`config.mk`:
```
export PLATFORM = sky130hd
export DESIGN_NAME = dual_integ_seq
export DESIGN_NICKNAME = d
export VERILOG_FILES = /design/src/rtl/dual_integ_seq_pkg.sv /design/src/rtl/dual_integ_seq_cfg.sv /design/src/rtl/dual_integ_seq_ctl.sv /design/src/rtl/dual_integ_seq_chan.sv /design/src/rtl/dual_integ_seq.sv
export SDC_FILE = /design/constraint.sdc
export NUM_CORES = 1
export LEC_CHECK = 0
export BUFFER_PORTS_ARGS = -buffer_cell sky130_fd_sc_hd__buf_2
export CAP_MARGIN = 5
export CORE_MARGIN = 2
export CORE_UTILIZATION = 32
export CTS_CLUSTER_DIAMETER = 150
export CTS_CLUSTER_SIZE = 25
export DETAILED_ROUTE_END_ITERATION = 10
export PLACE_DENSITY_LB_ADDON = 0.15
export SETUP_SLACK_MARGIN = 0.2
export SYNTH_ARGS = -nofsm -noshare
export SYNTH_HDL_FRONTEND = slang
export SYNTH_SLANG_ARGS = --single-unit
```
`constraint.sdc`:
```
create_clock -name clk -period 7 [get_ports clk]
set_clock_uncertainty 0.15 [all_clocks]
set_input_delay 2.1 -clock clk [delete_from_list [all_inputs] [get_ports clk]]
set_output_delay 2.1 -clock clk [all_outputs]
set_load 0.01 [all_outputs]
```
`src/rtl/dual_integ_seq_pkg.sv`:
```
package dual_integ_seq_pkg;
   typedef enum logic [1:0] {SQ_OFF, SQ_WAIT, SQ_PRESET, SQ_MANUAL} sq_state_t;
   localparam logic [1:0] CODE_MANUAL = 2'b11;
   localparam logic [1:0] PWR_ON      = 2'b11;
   localparam logic [7:0] TIM_RESET   = 8'h02;
   localparam int         TIM_GAIN_BIT = 4;
   localparam int         TIM_MAN_BIT  = 3;
endpackage

```
`src/rtl/dual_integ_seq_cfg.sv`:
```
module dual_integ_seq_cfg
   import dual_integ_seq_pkg::*;
(
   input  logic       clk,
   input  logic       rst_n,
   input  logic       pwr_wr,
   input  logic [7:0] pwr_wdata,
   input  logic       tim_wr,
   input  logic [7:0] tim_wdata,
   output logic [1:0] pwr_bits,
   output logic [1:0] integ_code,
   output logic       manual_bit,
   output logic       gain_bit,
   output logic [7:0] pwr_rdata,
   output logic [7:0] tim_rdata
);
   always_ff @(posedge clk) begin
      if (!rst_n) begin
         pwr_bits   <= 2'b00;
         integ_code <= TIM_RESET[1:0];
         manual_bit <= TIM_RESET[TIM_MAN_BIT];
         gain_bit   <= TIM_RESET[TIM_GAIN_BIT];
      end else begin
         if (pwr_wr) pwr_bits <= pwr_wdata[1:0];
         if (tim_wr) begin
            integ_code <= tim_wdata[1:0];
            manual_bit <= tim_wdata[TIM_MAN_BIT];
            gain_bit   <= tim_wdata[TIM_GAIN_BIT];
         end
      end
   end

   always_comb begin
      pwr_rdata = {6'b0, pwr_bits};
      tim_rdata = 8'h00;
      tim_rdata[1:0]          = integ_code;
      tim_rdata[TIM_MAN_BIT]  = manual_bit;
      tim_rdata[TIM_GAIN_BIT] = gain_bit;
   end
endmodule

```
`src/rtl/dual_integ_seq_ctl.sv`:
```
module dual_integ_seq_ctl
   import dual_integ_seq_pkg::*;
#(
   parameter int UNIT  = 918,
   parameter int MULT0 = 11,
   parameter int MULT1 = 81,
   parameter int MULT2 = 322
) (
   input  logic       clk,
   input  logic       rst_n,
   input  logic       powered,
   input  logic [1:0] integ_code,
   input  logic       manual_bit,
   output logic       count_en,
   output logic       restart,
   output logic       xfer,
   output logic       busy
);
   localparam int LEN0  = UNIT * MULT0;
   localparam int LEN1  = UNIT * MULT1;
   localparam int LEN2  = UNIT * MULT2;
   localparam int CYC_W = $clog2(LEN2);

   if (UNIT < 1 || MULT0 < 1 || MULT0 >= MULT1 || MULT1 >= MULT2) begin : g_bad_mult
      $error("dual_integ_seq_ctl: multipliers must be positive and strictly increasing");
   end
   if (LEN0 < 4) begin : g_bad_len
      $error("dual_integ_seq_ctl: shortest window must be at least 4 cycles");
   end

   function automatic logic [CYC_W-1:0] last_of(input logic [1:0] code);
      case (code)
         2'b00:   last_of = CYC_W'(LEN0 - 1);
         2'b01:   last_of = CYC_W'(LEN1 - 1);
         default: last_of = CYC_W'(LEN2 - 1);
      endcase
   endfunction

   sq_state_t        state, state_nxt;
   logic [CYC_W-1:0] cyc;
   logic [CYC_W-1:0] last_idx;
   logic             at_last, man_stop, decide, go_preset;

   always_comb begin
      busy      = (state == SQ_PRESET) || (state == SQ_MANUAL);
      at_last   = (state == SQ_PRESET) && (cyc == last_idx);
      man_stop  = (state == SQ_MANUAL) && !((integ_code == CODE_MANUAL) && manual_bit);
      xfer      = powered && (at_last || man_stop);
      decide    = (state == SQ_OFF) || (state == SQ_WAIT) || xfer;
      count_en  = powered && busy;
      restart   = !powered || decide;
      go_preset = powered && decide && (integ_code != CODE_MANUAL);
      state_nxt = state;
      if (!powered)                          state_nxt = SQ_OFF;
      else if (decide) begin
         if (integ_code != CODE_MANUAL)      state_nxt = SQ_PRESET;
         else if (manual_bit)                state_nxt = SQ_MANUAL;
         else                                state_nxt = SQ_WAIT;
      end
   end

   always_ff @(posedge clk) begin
      if (!rst_n) begin
         state    <= SQ_OFF;
         cyc      <= '0;
         last_idx <= '0;
      end else begin
         state <= state_nxt;
         if (go_preset) begin
            cyc      <= '0;
            last_idx <= last_of(integ_code);
         end else if (state == SQ_PRESET) begin
            cyc <= cyc + 1'b1;
         end
      end
   end
endmodule

```
`src/rtl/dual_integ_seq_chan.sv`:
```
module dual_integ_seq_chan #(
   parameter int CNT_W   = 16,
   parameter int OFFSET  = 2,
   parameter bit HOLDOFF = 1'b1
) (
   input  logic             clk,
   input  logic             rst_n,
   input  logic             clear,
   input  logic             en,
   input  logic             pulse,
   output logic [CNT_W-1:0] folded
);
   localparam int RAW_W   = CNT_W + 1;
   localparam int MAXV    = (2 ** CNT_W) - 1;
   localparam int RAW_CAP = MAXV + OFFSET;

   if (OFFSET < 0 || OFFSET >= MAXV) begin : g_bad_off
      $error("dual_integ_seq_chan: offset out of range");
   end

   logic [RAW_W-1:0] raw, raw_nxt;
   logic             hold, accept;

   if (HOLDOFF) begin : g_rate_limited
      assign accept = en && pulse && !hold;
   end else begin : g_every_cycle
      assign accept = en && pulse;
   end

   always_comb begin
      raw_nxt = raw;
      if (accept && (raw != RAW_W'(RAW_CAP))) raw_nxt = raw + 1'b1;
      if (raw_nxt >= RAW_W'(RAW_CAP))       folded = CNT_W'(MAXV);
      else if (raw_nxt >= RAW_W'(OFFSET))   folded = CNT_W'(raw_nxt - RAW_W'(OFFSET));
      else                                  folded = '0;
   end

   always_ff @(posedge clk) begin
      if (!rst_n || clear) begin
         raw  <= '0;
         hold <= 1'b0;
      end else begin
         raw  <= raw_nxt;
         hold <= accept;
      end
   end
endmodule

```
`src/rtl/dual_integ_seq.sv`:
```
module dual_integ_seq
   import dual_integ_seq_pkg::*;
#(
   parameter int CNT_W  = 16,
   parameter int UNIT   = 918,
   parameter int MULT0  = 11,
   parameter int MULT1  = 81,
   parameter int MULT2  = 322,
   parameter int OFFSET = 2
) (
   input  logic             clk,
   input  logic             rst_n,
   input  logic             pwr_wr,
   input  logic [7:0]       pwr_wdata,
   output logic [7:0]       pwr_rdata,
   input  logic             tim_wr,
   input  logic [7:0]       tim_wdata,
   output logic [7:0]       tim_rdata,
   input  logic             ch0_pulse,
   input  logic             ch1_pulse,
   output logic [CNT_W-1:0] data0,
   output logic [CNT_W-1:0] data1,
   output logic             eoc,
   output logic             gain_hi,
   output logic             powered_up,
   output logic             busy
);
   localparam int NCH = 2;

   logic [1:0]       pwr_bits, integ_code;
   logic             manual_bit, gain_bit;
   logic             count_en, restart, xfer;
   logic [NCH-1:0]   pulses;
   logic [CNT_W-1:0] folded [NCH];
   logic [CNT_W-1:0] result [NCH];

   dual_integ_seq_cfg u_cfg (
      .clk(clk), .rst_n(rst_n),
      .pwr_wr(pwr_wr), .pwr_wdata(pwr_wdata),
      .tim_wr(tim_wr), .tim_wdata(tim_wdata),
      .pwr_bits(pwr_bits), .integ_code(integ_code),
      .manual_bit(manual_bit), .gain_bit(gain_bit),
      .pwr_rdata(pwr_rdata), .tim_rdata(tim_rdata)
   );

   assign powered_up = (pwr_bits == PWR_ON);
   assign gain_hi    = gain_bit;

   dual_integ_seq_ctl #(
      .UNIT(UNIT), .MULT0(MULT0), .MULT1(MULT1), .MULT2(MULT2)
   ) u_ctl (
      .clk(clk), .rst_n(rst_n), .powered(powered_up),
      .integ_code(integ_code), .manual_bit(manual_bit),
      .count_en(count_en), .restart(restart), .xfer(xfer), .busy(busy)
   );

   assign pulses = {ch1_pulse, ch0_pulse};

   for (genvar c = 0; c < NCH; c++) begin : g_ch
      dual_integ_seq_chan #(.CNT_W(CNT_W), .OFFSET(OFFSET), .HOLDOFF(1'b1)) u_cnt (
         .clk(clk), .rst_n(rst_n), .clear(restart), .en(count_en),
         .pulse(pulses[c]), .folded(folded[c])
      );
      always_ff @(posedge clk) begin
         if (!rst_n)    result[c] <= '0;
         else if (xfer) result[c] <= folded[c];
      end
   end

   always_ff @(posedge clk) begin
      if (!rst_n) eoc <= 1'b0;
      else        eoc <= xfer;
   end

   assign data0 = result[0];
   assign data1 = result[1];
endmodule

```
==> impl_metrics.json <==
{
  "die_h_um": 137.9,
  "grt_pass1_wl_um": 21360,
  "htree_levels": 3,
  "grt.overflow.total": 0,
  "rsz0062_at_grt": "no",
  "syn_inst": 654,
  "cp_max_fo": 16,
  "syn_to_final_growth_pct": 11.57,
  "std_cell_rows": 48,
  "finalCritPeriodShare_pct": 74.61,
  "cts_tree": "built",
  "vdd_drop_max_v": 0.0001206,
  "ys.flop_type": "dfxtp_1",
  "synth_area_per_cell_um2": 8.778,
  "io_buffers": 53,
  "wl_per_cell_um": 14.21,
  "final_nets": 715,
  "max_freq_mhz": 191.5,
  "cts-root-buf": "clkbuf_16",
  "holdBufCountCts": 0,
  "diodes": 0,
  "max_cap_violations": 0,
  "core_um2": 17420,
  "start_kind": "input pin",
  "setup_viol": 0,
  "synthSimpleGateAreaFrac_pct": 28.01,
  "place_ws_ps": 1416,
  "ys_warn_count": 0,
  "routabilityCongestion": 0.8858,
  "slew_viol_final": 0,
  "grtUsageTotal_pct": 14.34,
  "io_pins": 74,
  "hold_class": "reg2reg",
  "muxShareOfSynthArea_pct": 2.114,
  "drt-initial-drc-count": 204,
  "drc_errors": 0,
  "yosys.area_share.adder_pct": 1.526,
  "clk_pin_slew_ps": 70,
  "slew_headroom_pct": 28.40,
  "routed_via_density": 5.068,
  "post-route-util_pct": 36.77,
  "worstSetupEndpointType": "register",
  "criticalPathCategory": "in2reg",
  "drive_gt1_share_pct": 13.17,
  "synthTopCellsByArea": "dfxtp_1, edfxtp_1, nor2_1",
  "synth_xor_area_share_pct": 10.81,
  "cts_setup_buffers": 0,
  "ant_nets": 0,
  "synth_seq_area_share_pct": 40.80,
  "die_area_um2": 19030,
  "p_leak_nw": 2.368,
  "cp.arrival_ps": 5190,
  "synth_edf_count": 32,
  "status": "complete, no violations",
  "yosysTopAreaCellShare_pct": 24.06,
  "hold_viol": 0,
  "synthArstFlopShare_pct": 0,
  "drtPass1Iterations": 4,
  "hpwlAfterDp_um": 9819,
  "fin_ws_ps": 1777,
  "clk_latency_ps": 360,
  "start_util_pct": 32.96,
  "power.density_nw_per_um2": 181.8,
  "tightest_slew_ps": 1071,
  "grt_pass1_vias": 4214,
  "antenna_found_initial": 1,
  "period_needed_ps": 5223,
  "synth_compound_area_share_pct": 11.49,
  "grt_max_degree": 34,
  "fillers": 1817,
  "yosys.area.top_type": "dfxtp_1",
  "routed_wl_um": 13010,
  "synth_top_family_by_area": "simple AND/OR/NAND/NOR gates",
  "clock_sink_count": 101,
  "cp_data_required_time_ps": 6960,
  "route.vias.total": 4642,
  "cts_buffers": 9,
  "synth.distinct_cells": 65,
  "die_w_um": 137.9,
  "cts_resized": 0,
  "setup_tns_ps": 0,
  "syn_area_um2": 5741,
  "cts_buffer_depth": 2,
  "ys_seq_elements": 101
}
==> layout by cell type, fill, tap and decap left out, types with 4 or more instances in the layout <==
cell type	netlist	routed
nor2_1	93	93
dfxtp_1	69	69
buf_2	9	53
nand2_1	48	48
nand3_1	36	36
a21oi_1	36	36
xor2_1	35	35
xnor2_1	34	34
edfxtp_1	32	32
nand4_1	25	25
and3_1	17	17
inv_1	16	16
o21ai_0	14	14
nor2b_1	13	13
nor4_1	11	11
mux2i_1	11	11
conb_1	1	10
nor3_1	9	9
clkbuf_16	0	9
or3_1	8	8
a31oi_1	8	8
nand2b_1	7	7
and4_1	7	7
ha_1	7	7
or4_1	5	5
or2_2	4	4
and2_1	4	4
o21a_1	4	4
==> logic make-up (layout without fill, tap and decap cells) <==
| family | count (synthesis) | after routing |
|---|---|---|
| simple gates | 306 | 306 |
| flops | 101 | 101 |
| compound gates | 97 | 97 |
| xor+xnor | 70 | 70 |
| buf+inv | 60 | 88 |
| mux | 12 | 12 |
| fa+ha+maj | 7 | 7 |
| other cells | 1 | 10 |
==> area by class of cell <==
| class | count | area, µm² | area share, % |
|---|---|---|---|
| flip-flops and latches | 101 | 2342 | 36.57 |
| inverters | 16 | 60.06 | 0.9377 |
| well taps | 225 | 281.5 | 4.395 |
| clock buffers | 9 | 225.2 | 3.516 |
| clock inverters | 7 | 73.82 | 1.153 |
| multi-input cells | 502 | 3134 | 48.94 |
| repair buffers | 56 | 287.8 | 4.493 |
==> worst max-delay path, stage by stage <==
cell and delay (ps):
buf_2 100, nand2b_1 290, nor2_1 130, o21ai_1 270
mux2i_1 230, buf_4 170, ha_1 300, nand3_1 300
o41ai_4 880, o2111ai_1 220, nor2b_1 190
==> report_power, final <==
part	internal (mW)	total, mW	switching (mW)
Combinational	0.0128	0.0352	0.0224
Sequential	0.611	0.616	0.00527
Clock	0.279	0.513	0.234
Total	0.902	1.16	0.262
==> metrics by stage <==
step | instances | power (mW) | instance area [µm²] | hold WS, ps
2_1_floorplan | 663 | 0.6547 | 5774 | 342.4
3_3_place_gp | 900 | 0.6650 | 6106 | 363.5
3_5_place_dp | 900 | 0.6658 | 6106 | 374.8
4_1_cts | 916 | 1.182 | 6405 | 387.4
5_1_grt | 916 | 1.211 | 6405 | 420.5
6_report | 916 | 1.164 | 6405 | 383.6
==> path summary, 6_finish.rpt <==
check | startpoint | endpoint | slack, ps | depth (start not counted)
hold reg to reg | u_cfg.gain_bit$_SDFFE_PN0P_ | u_cfg.gain_bit$_SDFFE_PN0P_ | 380 | 2
hold / removal | u_cfg.gain_bit$_SDFFE_PN0P_ | u_cfg.gain_bit$_SDFFE_PN0P_ | 380 | 2
setup / recovery | ch0_pulse | result[0][5]$_SDFFCE_PN0P_ | 1780 | 11
setup reg to reg | g_ch[1].u_cnt.raw[0]$_SDFF_PP0_ | result[1][3]$_SDFFCE_PN0P_ | 2920 | 10
==> registers in the layout, summed over array words and instances, names as in the netlist <==
signal,count
eoc,1
g_ch.u_cnt.hold,2
g_ch.u_cnt.raw,34
result,32
u_cfg.gain_bit,1
u_cfg.integ_code,2
u_cfg.manual_bit,1
u_cfg.pwr_bits,2
u_ctl.cyc,19
u_ctl.last_idx,5
u_ctl.state,2
==> metal layers <==
| layer | track usage, % | vias to the layer above | part of all wire (%) |
|---|---|---|---|
| li1 | - | 2376 | - |
| met1 | 20.03 | 2176 | 51 |
| met2 | 21.78 | 74 | 43 |
| met3 | 2.741 | 14 | 3.8 |
| met4 | 5.726 | 2 | 1.5 |
| met5 | 0 | - | 0.10 |
==> cell usage after synthesis (4+ instances only) <==
master and instances:
a21oi_1 36, a31oi_1 8, and2_1 4, and3_1 17, and4_1 7, buf_2 9
buf_4 14, clkbuf_1 19, dfxtp_1 69, edfxtp_1 32, ha_1 7, inv_1 16
mux2i_1 11, nand2_1 48, nand2b_1 7, nand3_1 36, nand4_1 25, nor2_1 93
nor2b_1 13, nor3_1 9, nor4_1 11, o21a_1 4, o21ai_0 14, or2_2 4
or3_1 8, or4_1 5, xnor2_1 34, xor2_1 35
Power figures use the tool's default switching activity.
